File: src/rtl/dac_regif_pkg.sv
package dac_regif_pkg;
  localparam int WORD_W  = 16;
  localparam int TSEL_W  = 5;
  localparam int REF_W   = 2;
  localparam logic [WORD_W-1:0] CTRL_IMPL_MASK = 16'hBBFF;

  typedef struct packed {
    logic              en;
    logic              rsvd_a;
    logic              idle_stop;
    logic              sleep_keep;
    logic              left_just;
    logic              rsvd_b;
    logic              warm_keep;
    logic              trig_mode;
    logic              pin_en;
    logic [TSEL_W-1:0] tsel;
    logic [REF_W-1:0]  refsel;
  } ctrl_t;
endpackage

File: src/rtl/dac_rst_sync.sv
module dac_rst_sync (
  input  logic clk,
  input  logic arst_n,
  output logic rst_n_o
);
  logic [1:0] sync_q;

  always_ff @(posedge clk or negedge arst_n) begin
    if (!arst_n) sync_q <= 2'b00;
    else         sync_q <= {sync_q[0], 1'b1};
  end

  assign rst_n_o = sync_q[1];
endmodule

File: src/rtl/dac_ctrl_regs.sv
module dac_ctrl_regs
  import dac_regif_pkg::*;
(
  input  logic              clk,
  input  logic              rst_n,
  input  logic              warm_rst_n,
  input  logic              wr_en,
  input  logic              wr_sel,
  input  logic [WORD_W-1:0] wr_data,
  output ctrl_t             ctrl_o,
  output logic [WORD_W-1:0] data_o
);
  ctrl_t             ctrl_q, ctrl_d;
  logic [WORD_W-1:0] data_q, data_d;

  always_comb begin
    ctrl_d = ctrl_q;
    data_d = data_q;
    if (!warm_rst_n) begin
      if (!ctrl_q.warm_keep) begin
        ctrl_d = '0;
        data_d = '0;
      end
    end else if (wr_en) begin
      if (wr_sel) data_d = wr_data;
      else        ctrl_d = ctrl_t'(wr_data & CTRL_IMPL_MASK);
    end
  end

  always_ff @(posedge clk or negedge rst_n) begin
    if (!rst_n) begin
      ctrl_q <= '0;
      data_q <= '0;
    end else begin
      ctrl_q <= ctrl_d;
      data_q <= data_d;
    end
  end

  assign ctrl_o = ctrl_q;
  assign data_o = data_q;

  assert_rsvd_zero_R2: assert property (@(posedge clk) disable iff (!rst_n)
    (ctrl_q.rsvd_a == 1'b0) && (ctrl_q.rsvd_b == 1'b0));

  assert_warm_keep_R10: assert property (@(posedge clk) disable iff (!rst_n)
    (!warm_rst_n && ctrl_q.warm_keep) |=> ($stable(data_q) && $stable(ctrl_q)));

  assert_warm_clear_R10: assert property (@(posedge clk) disable iff (!rst_n)
    (!warm_rst_n && !ctrl_q.warm_keep) |=> (data_q == '0 && ctrl_q == '0));
endmodule

File: src/rtl/dac_trig_detect.sv
module dac_trig_detect #(
  parameter int N_TRIG = 32,
  parameter int SEL_W  = 5
) (
  input  logic              clk,
  input  logic              rst_n,
  input  logic              warm_rst_n,
  input  logic [N_TRIG-1:0] trig_i,
  input  logic [SEL_W-1:0]  sel_i,
  output logic              edge_o
);
  localparam int SEL_SPAN = 1 << SEL_W;

  logic [N_TRIG-1:0]   trig_q;
  logic [N_TRIG-1:0]   trig_d;
  logic [SEL_SPAN-1:0] rise_ext;

  always_comb begin
    trig_d = warm_rst_n ? trig_i : '0;
  end

  always_ff @(posedge clk or negedge rst_n) begin
    if (!rst_n) trig_q <= '0;
    else        trig_q <= trig_d;
  end

  for (genvar i = 0; i < SEL_SPAN; i++) begin : g_rise
    if (i < N_TRIG) begin : g_real
      assign rise_ext[i] = trig_i[i] & ~trig_q[i];
    end else begin : g_none
      assign rise_ext[i] = 1'b0;
    end
  end

  assign edge_o = rise_ext[sel_i];

  assert_single_edge_R11: assert property (@(posedge clk) disable iff (!rst_n)
    (edge_o && warm_rst_n) |=> (!edge_o || (sel_i != $past(sel_i))));
endmodule

File: src/rtl/dac_out_latch.sv
module dac_out_latch #(
  parameter int CODE_W = 8,
  localparam int WORD_W = 2 * CODE_W
) (
  input  logic              clk,
  input  logic              rst_n,
  input  logic              warm_rst_n,
  input  logic              en_i,
  input  logic              active_i,
  input  logic              trig_mode_i,
  input  logic              left_just_i,
  input  logic              wr_hit_i,
  input  logic [WORD_W-1:0] wr_data_i,
  input  logic [WORD_W-1:0] held_data_i,
  input  logic              trig_edge_i,
  output logic [CODE_W-1:0] code_o
);
  logic [CODE_W-1:0] code_q, code_d;

  function automatic logic [CODE_W-1:0] pick(input logic [WORD_W-1:0] w, input logic left);
    return left ? w[WORD_W-1:CODE_W] : w[CODE_W-1:0];
  endfunction

  always_comb begin
    code_d = code_q;
    if (!warm_rst_n || !en_i) begin
      code_d = '0;
    end else if (active_i) begin
      if (!trig_mode_i && wr_hit_i)
        code_d = pick(wr_data_i, left_just_i);
      else if (trig_mode_i && trig_edge_i)
        code_d = pick(held_data_i, left_just_i);
    end
  end

  always_ff @(posedge clk or negedge rst_n) begin
    if (!rst_n) code_q <= '0;
    else        code_q <= code_d;
  end

  assign code_o = code_q;

  assert_off_zero_R6: assert property (@(posedge clk) disable iff (!rst_n)
    !en_i |=> (code_o == '0));

  assert_wait_trig_R5: assert property (@(posedge clk) disable iff (!rst_n)
    (en_i && warm_rst_n && trig_mode_i && !trig_edge_i) |=> $stable(code_o));

  assert_idle_hold_R7: assert property (@(posedge clk) disable iff (!rst_n)
    (en_i && warm_rst_n && !active_i) |=> $stable(code_o));

  assert_warm_latch_R10: assert property (@(posedge clk) disable iff (!rst_n)
    !warm_rst_n |=> (code_o == '0));
endmodule

File: src/rtl/dac_regif.sv
module dac_regif
  import dac_regif_pkg::*;
#(
  parameter int N_TRIG = 32,
  parameter int CODE_W = 8
) (
  input  logic              clk,
  input  logic              por_rst_n,
  input  logic              warm_rst_n,
  input  logic              wr_en,
  input  logic              wr_sel,
  input  logic [15:0]       wr_data,
  input  logic              rd_sel,
  output logic [15:0]       rd_data,
  input  logic              idle_i,
  input  logic              sleep_i,
  input  logic [N_TRIG-1:0] trig_i,
  output logic [CODE_W-1:0] code_int_o,
  output logic [CODE_W-1:0] code_pin_o,
  output logic              pin_oe_o,
  output logic [1:0]        ref_sel_o
);
  logic              rst_n;
  ctrl_t             ctrl;
  logic [WORD_W-1:0] data_q;
  logic              trig_edge;
  logic [CODE_W-1:0] code_q;
  logic              active, pwr_down, data_hit;

  dac_rst_sync u_rst (.clk(clk), .arst_n(por_rst_n), .rst_n_o(rst_n));

  dac_ctrl_regs u_regs (
    .clk(clk), .rst_n(rst_n), .warm_rst_n(warm_rst_n),
    .wr_en(wr_en), .wr_sel(wr_sel), .wr_data(wr_data),
    .ctrl_o(ctrl), .data_o(data_q)
  );

  dac_trig_detect #(.N_TRIG(N_TRIG), .SEL_W(TSEL_W)) u_trig (
    .clk(clk), .rst_n(rst_n), .warm_rst_n(warm_rst_n),
    .trig_i(trig_i), .sel_i(ctrl.tsel), .edge_o(trig_edge)
  );

  always_comb begin
    active   = ctrl.en & ~(idle_i & ctrl.idle_stop);
    pwr_down = sleep_i & ~ctrl.sleep_keep;
    data_hit = wr_en & wr_sel & warm_rst_n;
  end

  dac_out_latch #(.CODE_W(CODE_W)) u_latch (
    .clk(clk), .rst_n(rst_n), .warm_rst_n(warm_rst_n),
    .en_i(ctrl.en), .active_i(active), .trig_mode_i(ctrl.trig_mode),
    .left_just_i(ctrl.left_just), .wr_hit_i(data_hit),
    .wr_data_i(wr_data), .held_data_i(data_q),
    .trig_edge_i(trig_edge), .code_o(code_q)
  );

  always_comb begin
    pin_oe_o   = ctrl.en & ctrl.pin_en & ~pwr_down;
    code_int_o = pwr_down ? '0 : code_q;
    code_pin_o = pin_oe_o ? code_q : '0;
    ref_sel_o  = ctrl.refsel;
    rd_data    = rd_sel ? data_q : WORD_W'(ctrl);
  end

  assert_rd_rsvd_R2: assert property (@(posedge clk) disable iff (!rst_n)
    !rd_sel |-> (rd_data[14] == 1'b0 && rd_data[10] == 1'b0));

  assert_sleep_off_R8: assert property (@(posedge clk) disable iff (!rst_n)
    (sleep_i && !rd_data[12] && !rd_sel) |-> (!pin_oe_o && code_int_o == '0));

  assert_pin_quiet_R9: assert property (@(posedge clk) disable iff (!rst_n)
    !pin_oe_o |-> (code_pin_o == '0));
endmodule

File: config.mk
export PLATFORM = sky130hd
export DESIGN_NAME = dac_regif
export DESIGN_NICKNAME = d
export VERILOG_FILES = /design/src/rtl/dac_regif_pkg.sv /design/src/rtl/dac_rst_sync.sv /design/src/rtl/dac_ctrl_regs.sv /design/src/rtl/dac_trig_detect.sv /design/src/rtl/dac_out_latch.sv /design/src/rtl/dac_regif.sv
export SDC_FILE = /design/constraint.sdc
export NUM_CORES = 1
export LEC_CHECK = 0
export CORE_MARGIN = 10
export CORE_UTILIZATION = 30
export CTS_BUF_LIST = sky130_fd_sc_hd__clkbuf_4 sky130_fd_sc_hd__clkbuf_8
export DETAILED_ROUTE_END_ITERATION = 7
export HOLD_SLACK_MARGIN = 0.1
export PLACE_DENSITY_LB_ADDON = 0.12
export SYNTH_ARGS = -nofsm -noshare
export SYNTH_HDL_FRONTEND = slang
export SYNTH_SLANG_ARGS = --single-unit
File: constraint.sdc
create_clock -name clk -period 2.9 [get_ports clk]
set_clock_uncertainty 0.1 [all_clocks]
set_input_delay 0.87 -clock clk [delete_from_list [all_inputs] [get_ports clk]]
set_output_delay 0.87 -clock clk [all_outputs]
set_load 0.1 [all_outputs]
== Word level (Yosys, flattened, before mapping) ==
Cells that the tools add are included.
Storage, ports and cells
  register bits: 74
  bits of input ports: 56
  output and inout port bits: 35
  word-level logic and storage cells: 126
Operators by class
  order comparisons: 1
  equal/unequal tests: 4
  mux-type cells: 20
  bitwise operators: 74
  reductions and logical operators: 12
Operators by type and width (number)
  2-to-1 mux 16 bit: 9
  2-to-1 mux 8 bit: 8
  AND 1 bit: 39
  NOT 1 bit: 35
  2-to-1 mux 32 bit: 1
  less-than comparator 5 x 6 -> 1 bit, second input constant: 1
  AND reduction 3 bit: 2
  binary-select mux 1 bit (select 5 bit): 1
  inequality test 2 x 1 -> 1 bit, second input constant: 2
  inequality test 2 bit, second input constant: 2
  AND reduction 2 bit: 2
  logical NOT 1 bit: 3
  nonzero test 3 bit: 1
  logical AND 1 bit: 2
  nonzero test 2 bit: 1
  logical OR 1 bit: 1
  2-to-1 mux 1 bit: 1

== Depth between registers and ports, before layout ==
Gate-level depths: netlist (run 1).
  word-level depth: 9
  gate-level depth with buffers: 9
  depth with buffers taken out: 7

== By module ==
From an unflattened synthesis (run 1), not the netlist that was laid out.
Unflattened totals
  cells, all modules: 387
  area, all modules: 4266.6 µm²
Modules (own cells, without submodules)
  dac_ctrl_regs: times used 1, cells an instance 175, area each 1775.5 µm², seq. area each 750.7 µm²
  dac_trig_detect: times used 1, cells an instance 137, area each 1490.2 µm², seq. area each 800.8 µm²
  dac_out_latch: times used 1, cells an instance 32, area each 541.8 µm², seq. area each 200.2 µm²
  dac_regif: times used 1, cells an instance 40, area each 405.4 µm², seq. area each 0.0 µm²
  dac_rst_sync: times used 1, cells an instance 3, area each 53.8 µm², seq. area each 50.0 µm²

== Least setup slack after synthesis (run 1) ==
No wires, ideal clock.
  path type: input -> output
  from: in rd_sel
  to: out rd_data[5]
  data arrival time: 3428 ps
  required time: 1930 ps
  setup slack: -1498 ps
  stages: 3
  buffers on the path: 2
  cell sequence: clkbuf_1 clkbuf_1 o21ai_0
On the way
  cells in the longest elaborated chain, start to end: 1
RTL lines
  from (decl): RTL line dac_regif.sv:13  | input logic rd_sel,
  2-to-1 mux 16 bit: RTL line dac_regif.sv:62  | rd_data = rd_sel ? data_q : WORD_W'(ctrl);
  to (decl): RTL line dac_regif.sv:14  | output logic [15:0] rd_data,
Every way passes these cells.

== Worst setup path in the final report (run 1) ==
  from: in rd_sel
  to: out rd_data[6]
Same word-level chain as after synthesis.

==> impl_metrics.toml, run 1 <==
[global_routing]
pin_count_of_the_biggest_net_entering_global_routing = 39
wire_length_of_the_first_global_routing_pass_microns = 15840
grt_util_all_layers = 0.1235
antenna_found_initial = 0
grt.overflow.total = 0
first_global_vias = 2780

[layout]
layout-area-overhead-vs-synth_pct = 50.88
post_route_cells_drive_above_1_share = 0.2846
final_nets = 441
n_antenna_cell = 0
layout.cells.non_filler = 530
design_area_sq_um = 5157

[floorplanning]
design.portCount = 91
rows = 38
die_area_sq_um = 16060
initial_utilization = 0.3112
die_height_microns = 126.7
core_area_sq_um = 10980
dieWidth_microns = 126.7

[sta]
slew_headroom = 0.1385
final_hold_viol_count = 0
setup_repair_after_global_routing_missed_its_margin = "no"
setup_violations = 0
postLayoutSetupSlackWorst_ns = 0.08308
whs_ns = 0.2306
final_period_minus_worst_setup_slack_ns = 2.817
fmax_mhz = 355.0
finalCritPeriodShare = 0.9714
final_max_slew_viols = 0
tightest_slew_ns = 1.287

[placement]
gp_congestion = 0.7176
port_buffers = 90
dp_hpwl_microns = 7310
dp.cells = 512
post-place-ws_ns = -0.1734
place_area_sq_um = 4886

[synth]
largest_family_of_logic_cells_by_synthesized_area = "compound AO/OA/AOI/OAI gates"
synth-edff-count = 0
ys_seq_elements = 72
synth.top_cells.by_count = "sky130_fd_sc_hd__dfrtp_1 (72), sky130_fd_sc_hd__and2_1 (50), sky130_fd_sc_hd__a22o_1 (29)"
ys_top_cells_by_area = "sky130_fd_sc_hd__dfrtp_1 (53%), sky130_fd_sc_hd__and2_1 (9.2%), sky130_fd_sc_hd__a22o_1 (7.4%)"
yosys_most_used_dff = "sky130_fd_sc_hd__dfrtp_1"
yosysMostFrequentCell = "sky130_fd_sc_hd__dfrtp_1"
syn-num-nets = 342
synth-compound-area-share = 0.1764
synth_largest_area_cell = "sky130_fd_sc_hd__dfrtp_1"
synth-async-reset-ratio = 1.000
yosys-mux-area-fraction = 0.09883
synth.top_cell.area_share = 0.5271
yosys.area_share.adder = 0
post_synth.cell_area_avg_sq_um = 11.95
yosys_warnings = 0
post_synth_xor_area_fraction = 0
syn-instance-count = 286
synth-simple-area-share = 0.1479
synth.cell_area_sq_um = 3418
netlist-cell-type-count = 37
proportion_of_synthesized_chip_area_in_sequential_cells = 0.5271

[power]
pwr_density_cell_nw_per_um2 = 541.4
totalPowerFinal_mw = 2.792
switching_power_uw = 884.9
sequential_share_of_power = 0.404
static-leakage-power_nw = 2.257
power.combinational.fraction = 0.271
switching_fraction = 0.3169
clkPwrFrac = 0.325
power_report.internal_total_mw = 1.907
peak_supply_drop_mv = 0.2774

[flow_run]
drv.max_cap_violation_count = 0

[worst_setup_path]
criticalPathCategory = "in2out"
timing.critical_path.to_type = "primary output"
critical_path_peak_fanout = 7
cp_slowest_cell = "sky130_fd_sc_hd__mux2_2"
cp.arrival_ns = 1.85
critPathLaunchType = "primary input"
worstPathCellList = "clkdlybuf4s15_2 > buf_12 > mux2_2 > buf_12"
max_stage_delay_ns = 0.37
worstPathRequired_ns = 1.93
crit_path_frequent_cell = "sky130_fd_sc_hd__buf_12"

[clocking]
tritoncts_clock_tree = "built"
cts_max_level = 3
cts_inserted_buffers = 9
number_of_clock_sinks = 72
hold_bufs_at_cts = 0
worst_skew_pair.late_latency_ns = 0.35
cts-root-buf = "sky130_fd_sc_hd__clkbuf_8"
clk_transition_reported_paths_ns = 0.09
clock_path_buffers = 2

[routing]
post-route-drc-count = 0
first_pass_iters = 4
met1_length_microns = 4605
drt-wirelength-per-cell_microns = 18.90
route.top_layer_used = "met4"
vias_per_cell = 4.983
drtAntennaViolNets = 0
detail_route.iter0.violations = 109
routed-wl-met2_microns = 4620
via_count = 2641
postRouteWirelength_microns = 10020
route.met3.wl_microns = 600

[status]
run_status = "finished, final reports clean"

[worst_hold_path]
hold_path_class = "reg2async"
registers in the layout (all words and copies together) (netlist names):
signal,cells
u_rst.sync_q,2
u_regs.ctrl_o,14
u_regs.data_o,16
u_trig.trig_q,32
u_latch.code_o,8
area by class of cell:
class | count | area (sq um)
fill | 1002 | 5826
sequential | 72 | 1803
multi-input combinational | 181 | 1500
timing repair buffer | 107 | 1399
tap | 140 | 175.2
clock buffer | 10 | 137.6
clock inverter | 6 | 90.09
inverter | 14 | 52.55
power by group through the flow:
stage	registers, mW	clock network, mW	logic (mW)
final	1.13	0.908	0.756
after global routing	1.14	0.976	0.799
after CTS	1.13	0.930	0.764
after detailed placement	1.15	0	0.755
after global placement	1.15	0	0.752
after floorplan	1.13	0	0.466
layer usage:
metal / global-route usage / up-vias
met5: 0 / -
met4: 0.05425 / 0
met3: 0.02915 / 11
met2: 0.1899 / 82
met1: 0.1612 / 1305
li1: - / 1243
cell families after synthesis:
group	count (synthesis)
compound gates	66
buf+inv	34
flops	72
mux	22
other cells	1
simple gates	91
placed cells by master (no fill, tap or decap), drive strengths merged, types with 6 or more instances in the layout:
master	instances
a22o	29
o32ai	14
o22ai	6
mux2	14
buf	52
a32o	8
clkdlybuf4s50	53
mux4	8
nor2	6
and2	50
dfrtp	72
nand2	19
inv	16
clkbuf	10
critical path, delay by kind of cell:
family | cells | cell delay [ns]
buf+inv | 3 | 0.60
mux | 1 | 0.37
through the flow:
step,TNS (ns),util
2_1_floorplan,-0.3253,-
3_3_place_gp,-5.885,0.4449
3_5_place_dp,-6.804,0.4449
4_1_cts,0,0.4696
5_1_grt,0,0.4696
6_report,0,0.4696
path summary, 6_finish.rpt:
check	startpoint	to	slack (ns)	cells past startpoint
max	rd_sel	rd_data[6]	0.08	4
min	u_rst.sync_q[1]	u_trig.trig_q[8]	0.23	0
min in group clk	u_rst.sync_q[0]	u_rst.sync_q[1]	0.27	0
min reg2reg	u_rst.sync_q[1]	u_trig.trig_q[8]	0.23	0
max in group asynchronous	u_rst.sync_q[1]	u_regs.ctrl_o[15]	1.81	1
max reg2reg	u_regs.ctrl_o[2]	u_latch.code_o[5]	0.61	7
timing repair:
action / 4_1_cts / 5_1_grt
setup buffers: 0 / 0
endpoints found under the setup margin: 25 / 0
gates resized for setup: 8 / 0
(Power assumes the default switching activity.)
==> run 2, diff against run 1 <==
- CORE_MARGIN: 10 -> unset
- CTS_BUF_LIST: sky130_fd_sc_hd__clkbuf_4 sky130_fd_sc_hd__clkbuf_8 -> sky130_fd_sc_hd__clkbuf_16
==> run 2 against run 1 <==
Effect of this change: first-iteration DRC count shrank 15%; sequential share of layout area shrank 0.74 points; clock power grew 40%; sequential cell count is the same; non-clock buffer count is the same; count of clock-buffer cells in the layout shrank 1; die area shrank 26%; worst setup slack gained 0.024 ns.
==> impl_metrics.toml, run 2 (same netlist as run 1, synthesis figures left out) <==
[status]
run_status = "finished, final reports clean"

[routing]
drt-wirelength-per-cell_microns = 17.17
drtAntennaViolNets = 0
detail_route.iter0.violations = 93
postRouteWirelength_microns = 9102
via_count = 2627
first_pass_iters = 4
vias_per_cell = 4.957
post-route-drc-count = 0

[worst_setup_path]
critPathLaunchType = "primary input"
r2r.worst_path.cells = 7
timing.critical_path.to = "rd_data[6]"
timing.critical_path.to_type = "primary output"
worstPathRequired_ns = 1.93
regToRegStartpoint = "u_regs.ctrl_o[2]"
rr_endpoint = "u_latch.code_o[2]"
criticalPathCategory = "in2out"
critical_path_peak_fanout = 8
setup_slack_of_the_worst_register_to_register_path_ns = 0.57
cp.arrival_ns = 1.82
crit_path_start = "rd_sel"

[placement]
gp_congestion = 0.7817
port_buffers = 90
dp_hpwl_microns = 6388

[layout]
final_nets = 441
n_antenna_cell = 0
count_of_filler_cells_inserted_in_the_layout = 993
most-common-layout-cells = "sky130_fd_sc_hd__dfrtp_1 (70), sky130_fd_sc_hd__clkdlybuf4s50_1 (53), sky130_fd_sc_hd__and2_1 (40), sky130_fd_sc_hd__buf_12 (35), sky130_fd_sc_hd__a22o_1 (29)"
layout_commonest_cell = "sky130_fd_sc_hd__dfrtp_1"
layout-area-overhead-vs-synth_pct = 54.25
largest_reg_flops = 32
post_route_cells_drive_above_1_share = 0.2872
registers.top_by_ff_count = "u_trig.trig_q"
layout.core_utilization = 0.4801
sequential_cell_area_sq_um = 1804
multi_input_combinational_cell_area_sq_um = 1496

[clocking]
clock_path_buffers = 2
clk_transition_reported_paths_ns = 0.06
tritoncts_clock_tree = "built"
number_of_clock_sinks = 72
cts-root-buf = "sky130_fd_sc_hd__clkbuf_16"
cts_max_level = 3
cts_inserted_buffers = 9
worst_skew_pair.late_latency_ns = 0.33

[floorplanning]
dieWidth_microns = 108.7
initial_utilization = 0.3112
die_area_sq_um = 11830
core_area_sq_um = 10980
die_height_microns = 108.7
design.portCount = 91
rows = 38

[global_routing]
grt.overflow.total = 0
wire_length_of_the_first_global_routing_pass_microns = 14680
grt_util_all_layers = 0.1673
antenna_found_initial = 0
pin_count_of_the_biggest_net_entering_global_routing = 71
first_global_vias = 2702

[worst_hold_path]
hold_path_class = "reg2reg"

[power]
pwr_density_cell_nw_per_um2 = 598.6
peak_supply_drop_mv = 0.3065
static-leakage-power_nw = 2.308

[sta]
tightest_slew_ns = 1.116
whs_ns = 0.2474
final_period_minus_worst_setup_slack_ns = 2.793
final_hold_viol_count = 0
slew_headroom = 0.2535
setup_repair_after_global_routing_missed_its_margin = "no"
setup_violations = 0
fmax_mhz = 358.0
final_max_slew_viols = 0
finalCritPeriodShare = 0.9632

[flow_run]
drv.max_cap_violation_count = 0
## run 2: changes by cell type in the layout (fill, tap and decap cells not counted), sizes merged
cell / before / now
clkinv: 1 / 3
inv: 16 / 14
bufinv: 2 / 3
clkbuf: 10 / 9
## run 2: how the worst min path moves through the flow
stage / startpoint / end / slack (ns) / cells after the start
final: u_rst.sync_q[0] / u_rst.sync_q[1] / 0.25 / 0
after detailed placement: u_rst.sync_q[0] / u_rst.sync_q[1] / 0.24 / 0
after global placement: u_rst.sync_q[0] / u_rst.sync_q[1] / 0.24 / 0
after floorplan: u_rst.sync_q[0] / u_rst.sync_q[1] / 0.23 / 0
after CTS: u_rst.sync_q[0] / u_rst.sync_q[1] / 0.25 / 0
after global routing: u_rst.sync_q[0] / u_rst.sync_q[1] / 0.26 / 0
## run 2: final cells by class
cell class,instances,share of cell area
Timing Repair Buffer,107,0.2653
Inverter,14,0.009967
Clock buffer,9,0.04271
Sequential cell,72,0.3422
Multi-Input combinational cell,181,0.2838
Tap cell,140,0.03322
Clock inverter,7,0.02278
## run 2: what timing repair did
item	CTS	global route
resized for setup	6	2
setup endpoints to repair	22	6
hold endpoints to repair	0	0
pin swaps	1	0
hold buffers	0	0
cloned	2	0
buffers inserted	1	0
## run 2: metal layers
| metal | global-route usage | routed length, microns | vias to the layer above |
|---|---|---|---|
| met3 | 0.02570 | 347 | 6 |
| li1 | - | - | 1247 |
| met5 | 0 | 0 | - |
| met4 | 0.06081 | 68 | 0 |
| met1 | 0.2454 | 4436 | 1299 |
| met2 | 0.2486 | 4251 | 75 |
## run 2: critical path, stage by stage
cell and delay, ns:
sky130_fd_sc_hd__clkdlybuf4s15_2 0.26, sky130_fd_sc_hd__buf_12 0.15, sky130_fd_sc_hd__mux2_2 0.36, sky130_fd_sc_hd__buf_12 0.17
## run 2: stage by stage
step | instance area [sq um] | power [mW] | cells | TNS, ns | worst slack, ns
after global routing | 5273 | 3.272 | 530 | 0 | 0.05862
after CTS | 5276 | 3.182 | 530 | 0 | 0.003766
after detailed placement | 4878 | 1.904 | 511 | -4.504 | -0.1790
final | 5273 | 3.156 | 530 | 0 | 0.1066
after global placement | 4878 | 1.900 | 511 | -4.020 | -0.1722
after floorplan | 3457 | 1.599 | 286 | -0.3253 | -0.05421
## run 2: report_power, final
group / internal (mW) / total (mW) / switching (mW)
logic: 0.330 / 0.757 / 0.427
registers: 1.07 / 1.13 / 0.0615
clock network: 0.841 / 1.27 / 0.424
